**src/rtl/sdac_pkg.sv**
```systemverilog
package sdac_pkg;
  localparam int DAC_W = 12;
  localparam int BUS_W = 8;
  localparam int HI_W  = DAC_W - BUS_W;

  // Replace the low piece of the staging word with a bus byte.
  function automatic logic [DAC_W-1:0] put_low(input logic [DAC_W-1:0] cur,
                                               input logic [BUS_W-1:0] bus);
    return {cur[DAC_W-1:BUS_W], bus};
  endfunction

  // Replace the high piece with the lowest bus lines.
  function automatic logic [DAC_W-1:0] put_high(input logic [DAC_W-1:0] cur,
                                                input logic [BUS_W-1:0] bus);
    return {bus[HI_W-1:0], cur[BUS_W-1:0]};
  endfunction
endpackage

```
**src/rtl/sdac_sync.sv**
```systemverilog
module sdac_sync #(
  parameter int W = 1,
  parameter int STAGES = 2,
  parameter logic [W-1:0] RST_VAL = '0
) (
  input  logic         clk,
  input  logic         rst_n,
  input  logic [W-1:0] d,
  output logic [W-1:0] q
);
  logic [W-1:0] pipe [STAGES];

  for (genvar s = 0; s < STAGES; s++) begin : g_stage
    if (s == 0) begin : g_first
      always_ff @(posedge clk or negedge rst_n)
        if (!rst_n) pipe[s] <= RST_VAL;
        else        pipe[s] <= d;
    end else begin : g_next
      always_ff @(posedge clk or negedge rst_n)
        if (!rst_n) pipe[s] <= RST_VAL;
        else        pipe[s] <= pipe[s-1];
    end
  end

  assign q = pipe[STAGES-1];
endmodule

```
**src/rtl/sdac_stage.sv**
```systemverilog
module sdac_stage
  import sdac_pkg::*;
(
  input  logic             clk,
  input  logic             rst_n,
  input  logic [BUS_W-1:0] bus_s,
  input  logic             lo_n_s,
  input  logic             hi_n_s,
  input  logic             wr_n_s,
  output logic [DAC_W-1:0] stage_q
);
  logic low_open, high_open, illegal_wr;
  logic low_open_q, high_open_q;
  logic low_close, high_close;

  assign low_open   = !wr_n_s && !lo_n_s &&  hi_n_s;
  assign high_open  = !wr_n_s && !hi_n_s &&  lo_n_s;
  assign illegal_wr = !wr_n_s && !hi_n_s && !lo_n_s;
  assign low_close  = low_open_q  && !low_open;
  assign high_close = high_open_q && !high_open;

  always_ff @(posedge clk or negedge rst_n) begin
    if (!rst_n) begin
      stage_q     <= '0;
      low_open_q  <= 1'b0;
      high_open_q <= 1'b0;
    end else begin
      low_open_q  <= low_open;
      high_open_q <= high_open;
      if (low_open)       stage_q <= put_low(stage_q, bus_s);
      else if (high_open) stage_q <= put_high(stage_q, bus_s);
    end
  end

  assert_low_follow_R2: assert property (@(posedge clk) disable iff (!rst_n)
    low_open |=> stage_q[BUS_W-1:0] == $past(bus_s));
  assert_high_follow_R3: assert property (@(posedge clk) disable iff (!rst_n)
    high_open |=> stage_q[DAC_W-1:BUS_W] == $past(bus_s[HI_W-1:0]));
  assert_low_freeze_R4: assert property (@(posedge clk) disable iff (!rst_n)
    low_close |=> $stable(stage_q[BUS_W-1:0]));
  assert_high_freeze_R4: assert property (@(posedge clk) disable iff (!rst_n)
    high_close |=> $stable(stage_q[DAC_W-1:BUS_W]));
  assert_idle_hold_R5: assert property (@(posedge clk) disable iff (!rst_n)
    (wr_n_s || (lo_n_s && hi_n_s)) |=> $stable(stage_q));
  assert_illegal_hold_R6: assert property (@(posedge clk) disable iff (!rst_n)
    illegal_wr |=> $stable(stage_q));
  assert_one_open_R6: assert property (@(posedge clk) disable iff (!rst_n)
    $onehot0({low_open, high_open}));
endmodule

```
**src/rtl/sdac_out.sv**
```systemverilog
module sdac_out
  import sdac_pkg::*;
(
  input  logic             clk,
  input  logic             rst_n,
  input  logic [DAC_W-1:0] stage_q,
  input  logic             xfer_n_s,
  input  logic             f1_n_s,
  input  logic             f0_n_s,
  output logic [DAC_W-1:0] dac_q
);
  logic force_ones, force_zeros, do_load;

  assign force_ones  = !f1_n_s;
  assign force_zeros =  f1_n_s && !f0_n_s;
  assign do_load     =  f1_n_s &&  f0_n_s && !xfer_n_s;

  always_ff @(posedge clk or negedge rst_n) begin
    if (!rst_n)           dac_q <= '0;
    else if (force_ones)  dac_q <= '1;
    else if (force_zeros) dac_q <= '0;
    else if (do_load)     dac_q <= stage_q;
  end

  assert_load_copy_R7: assert property (@(posedge clk) disable iff (!rst_n)
    (f1_n_s && f0_n_s && !xfer_n_s) |=> dac_q == $past(stage_q));
  assert_set_wins_R8: assert property (@(posedge clk) disable iff (!rst_n)
    !f1_n_s |=> &dac_q);
  assert_clear_wins_R9: assert property (@(posedge clk) disable iff (!rst_n)
    (f1_n_s && !f0_n_s) |=> dac_q == '0);
  assert_hold_R10: assert property (@(posedge clk) disable iff (!rst_n)
    (f1_n_s && f0_n_s && xfer_n_s) |=> $stable(dac_q));
endmodule

```
**src/rtl/sdac_front.sv**
```systemverilog
module sdac_front
  import sdac_pkg::*;
#(
  parameter int SYNC_STAGES = 2
) (
  input  logic             clk,
  input  logic             rst_n,
  input  logic [BUS_W-1:0] bus_d,
  input  logic             sel_lo_n,
  input  logic             sel_hi_n,
  input  logic             wr_n,
  input  logic             xfer_n,
  input  logic             force1_n,
  input  logic             force0_n,
  output logic [DAC_W-1:0] stage_q,
  output logic [DAC_W-1:0] dac_q
);
  localparam int CTRL_W = 6;

  logic [CTRL_W-1:0] ctrl_s;
  logic [BUS_W-1:0]  bus_s;

  // Controls reset to their inactive (high) level.
  sdac_sync #(.W(CTRL_W), .STAGES(SYNC_STAGES), .RST_VAL({CTRL_W{1'b1}})) u_ctrl_sync (
    .clk(clk), .rst_n(rst_n),
    .d({sel_lo_n, sel_hi_n, wr_n, xfer_n, force1_n, force0_n}),
    .q(ctrl_s));

  // Data takes the same delay so it lines up with the strobes.
  sdac_sync #(.W(BUS_W), .STAGES(SYNC_STAGES), .RST_VAL('0)) u_bus_sync (
    .clk(clk), .rst_n(rst_n), .d(bus_d), .q(bus_s));

  sdac_stage u_stage (
    .clk(clk), .rst_n(rst_n), .bus_s(bus_s),
    .lo_n_s(ctrl_s[5]), .hi_n_s(ctrl_s[4]), .wr_n_s(ctrl_s[3]),
    .stage_q(stage_q));

  sdac_out u_out (
    .clk(clk), .rst_n(rst_n), .stage_q(stage_q),
    .xfer_n_s(ctrl_s[2]), .f1_n_s(ctrl_s[1]), .f0_n_s(ctrl_s[0]),
    .dac_q(dac_q));

  assert_reset_zero_R1: assert property (@(posedge clk) disable iff (!rst_n)
    $rose(rst_n) |-> (stage_q == '0 && dac_q == '0));
endmodule

```
**config.mk**
```make
export PLATFORM = sky130hd
export DESIGN_NAME = sdac_front
export DESIGN_NICKNAME = d
export VERILOG_FILES = /design/src/rtl/sdac_pkg.sv /design/src/rtl/sdac_sync.sv /design/src/rtl/sdac_stage.sv /design/src/rtl/sdac_out.sv /design/src/rtl/sdac_front.sv
export SDC_FILE = /design/constraint.sdc
export NUM_CORES = 1
export LEC_CHECK = 0
export ABC_AREA = 0
export BUFFER_PORTS_ARGS = -buffer_cell sky130_fd_sc_hd__clkbuf_2
export CAP_MARGIN = 20
export CORE_MARGIN = 5
export CORE_UTILIZATION = 46
export CTS_BUF_LIST = sky130_fd_sc_hd__clkbuf_4 sky130_fd_sc_hd__clkbuf_8 sky130_fd_sc_hd__clkbuf_16
export DETAILED_ROUTE_END_ITERATION = 12
export PLACE_DENSITY = 0.74
export SYNTH_ARGS = -nofsm -noshare
export SYNTH_HDL_FRONTEND = slang
export SYNTH_SLANG_ARGS = --single-unit
export TNS_END_PERCENT = 20
```
**constraint.sdc**
```tcl
create_clock -name clk -period 1.3 [get_ports clk]
set_input_delay 0.13 -clock clk [delete_from_list [all_inputs] [get_ports clk]]
set_output_delay 0.13 -clock clk [all_outputs]
set_load 0.05 [all_outputs]
```
==> results.md <==
- Synth area leader: dfrtp_1
- Layout net count: 174
- Worst-path clk slew: 0.09 ns
- Unique masters post-synth: 10
- Row count: 22
- DRT Pass-1 Iters: 4
- Ys Warns: 0
- Max VDD drop: 0.911 mV
- Num CTS Buffers: 5
- Reg2reg end: u_stage.stage_q[4]
- FF-to-FF path depth: 3
- Clock tree from TritonCTS: built
- Final wirelength: 2.88 mm
- Antenna Nets Post-Route: 0
- Via count: 955
- Non-Filler Instances: 207
- Yosys reg bits: 52
- Crit share post-route: 1.01
- Setup WS post-layout: -0.0158 ns
- Number of I/O pins: 40
- DP Wirelength: 2.03 mm
- Routability cong.: 0.756
- Fmax: 760 MHz
- Slew @ Worst Pin: 0.388 ns
- ANT cells: 0
- Critical path peak fanout: 8
- WP data arrival: 1.49 ns
- Vias/cell: 4.61
- Die Ht: 70.5 µm
- Core ar.: 0.00361 mm²
- Net Count, Synth: 110
- Setup violators final: 2
- First-pass GRT wire length: 4.91 mm
- Cell Pwr Density: 1560 mW/mm²
- Largest net degree at the start of global routing: 27
- Initial antenna violation count: 0
- Met3 usage: 0.0489
- Status: complete, but fails checks
- Syn avg cell area: 17.9 µm²
- Area Overhead vs Synth: 34.7%
- Initial detailed-routing violation count: 36
- Deepest clock path buffer count: 2
- Synth top area share: 0.595
- Gate Count Post-Synth: 94
- Sequential area share after synthesis: 0.783
- DRC: 0
- Layer with the highest usage: met2
- Pre-CTS setup slack: -0.0198 ns
- Period minus WS final: 1.32 ns
- Synth area leaders: dfrtp_1 60%, dfstp_2 19%, mux2_2 8.0%
- Startpoint types: flop
- H-tree depth: 2
- CP Launch Point: u_ctrl_sync.q[4]
- Placed Cells: 183
- Crit-path max cell delay: 0.53 ns
- WS Path Type: flop to flop
- Port buffer count: 39
- Crit path capture type: flop
- RSZ-0062 raised after global routing: yes
- Crit path required time: 1.48 ns
- Slowest cell on crit path: dfstp_2
- Final Hold Viols: 0
- Worst slew margin: 0.741
- Die X: 70.5 µm
- Worst clock skew: 0.00944 ns
- Static Leak: 1.08 nW
- CTS Sinks: 52
- Full die area: 0.00496 mm²
- Worst hold path type: primary input to asynchronous set/reset pin
- Total track usage: 0.129
- Root buffer cell: clkbuf_8
- Initial Utilization: 0.466
- Number of max-cap violations: 0
- Worst R2R Start: u_ctrl_sync.q[4]
- Met2 usage: 0.230
- Drt wl/cell: 13.9 µm
- Met1 usage: 0.132
- Share of cells above drive strength 1: 0.491
- Mapped cell area: 0.00168 mm²
- Final Max Slew Viols: 0
- Vias in the first global route: 1,070
- Worst-Skew Late Latency: 0.30 ns
- Grt ovf: 0
- Setup slack, reg-to-reg: -0.02 ns
- Failing checks: setup timing
- CP cell instances: nor3b_4 > buf_6 > mux2_4
==> metal layers <==
layer / part of all wire / routed length [µm]
met3: 0.057 / 164
met1: 0.39 / 1120
met5: 0 / 0
met4: 0.015 / 44
met2: 0.54 / 1550
==> kinds of logic after synthesis <==
logic type | synth area share
flops | 0.783
mux | 0.152
compound gates | 0.0357
buf+inv | 0.0112
simple gates | 0.0186
==> per-stage QoR <==
stage | total power [mW] | TNS, ns | hold WS [ns] | util | area (µm²)
2_1_floorplan | 2.39 | -0.287 | -0.166 | - | 1680
3_3_place_gp | 2.60 | 0 | 0.0588 | 0.547 | 1970
3_5_place_dp | 2.62 | -0.0863 | 0.0721 | 0.547 | 1970
4_1_cts | 3.54 | -0.0137 | 0.285 | 0.617 | 2220
5_1_grt | 3.71 | -0.406 | 0.309 | 0.628 | 2270
6_report | 3.55 | -0.0166 | 0.274 | 0.628 | 2270
==> power by group <==
part           total (mW)  internal (mW)  switching (mW)
combinational       0.777          0.260           0.516
sequential           1.89           1.78           0.112
clock               0.877          0.417           0.460
==> Yosys cell counts <==
library cell,n
o21ai_0,12
buf_4,1
clkbuf_1,2
mux2i_1,12
dfrtp_1,40
nor3b_4,1
mux2_2,12
dfstp_2,12
nor3b_2,1
inv_1,1
==> layout make-up <==
class	instances	area [µm²]
clock buffer	7	83.8
clock inverter	1	3.75
fill	266	1340
inverter	1	3.75
multi-input combinational	38	392
sequential	52	1320
tap	48	60.1
timing repair buffer	60	407
==> registers in the layout (all words and copies together) (netlist names) <==
name	cells
u_out.dac_q	12
u_stage.stage_q	12
u_bus_sync.pipe	8
u_bus_sync.q	8
u_ctrl_sync.pipe	6
u_ctrl_sync.q	6
==> worst max-delay path: cells and delay by family (launching register included) <==
family | cells | cell delay (ns)
flip-flops | 1 | 0.53
multiplexers | 1 | 0.31
AND/OR/NAND/NOR | 1 | 0.18
buffers and inverters | 1 | 0.18
==> layout by cell type (no fill, tap or decap) <==
master | Yosys | final
nor3b_2 | 1 | 1
dfrtp_1 | 40 | 40
dfstp_2 | 12 | 12
clkbuf_2 | 0 | 39
clkinv_1 | 0 | 1
mux2i_1 | 12 | 12
clkbuf_8 | 0 | 5
nor3b_4 | 1 | 1
dlygate4sd3_1 | 0 | 15
buf_4 | 1 | 4
inv_1 | 1 | 1
o21ai_0 | 12 | 12
buf_6 | 0 | 1
clkbuf_4 | 0 | 2
buf_12 | 0 | 1
mux2_4 | 0 | 12
==> worst max path at each step <==
stage,end,slack (ns),cells after the start
global placement,u_stage.stage_q[3],0.007,3
detailed placement,u_stage.stage_q[4],-0.02,3
floorplan,u_stage.stage_q[0],-0.04,2
global route,u_stage.stage_q[4],-0.06,3
finish,u_stage.stage_q[4],-0.02,3
CTS,u_stage.stage_q[6],-0.008,3
==> repair_timing <==
item | 4_1_cts | 5_1_grt
gates resized for setup | 2 | 11
hold buffers | 15 | 0
setup buffers | 1 | 0
endpoints found under the hold margin | 26 | 0
pin swaps | 0 | 0
endpoints found under the setup margin | 12 | 12
(Power assumes the default switching activity.)
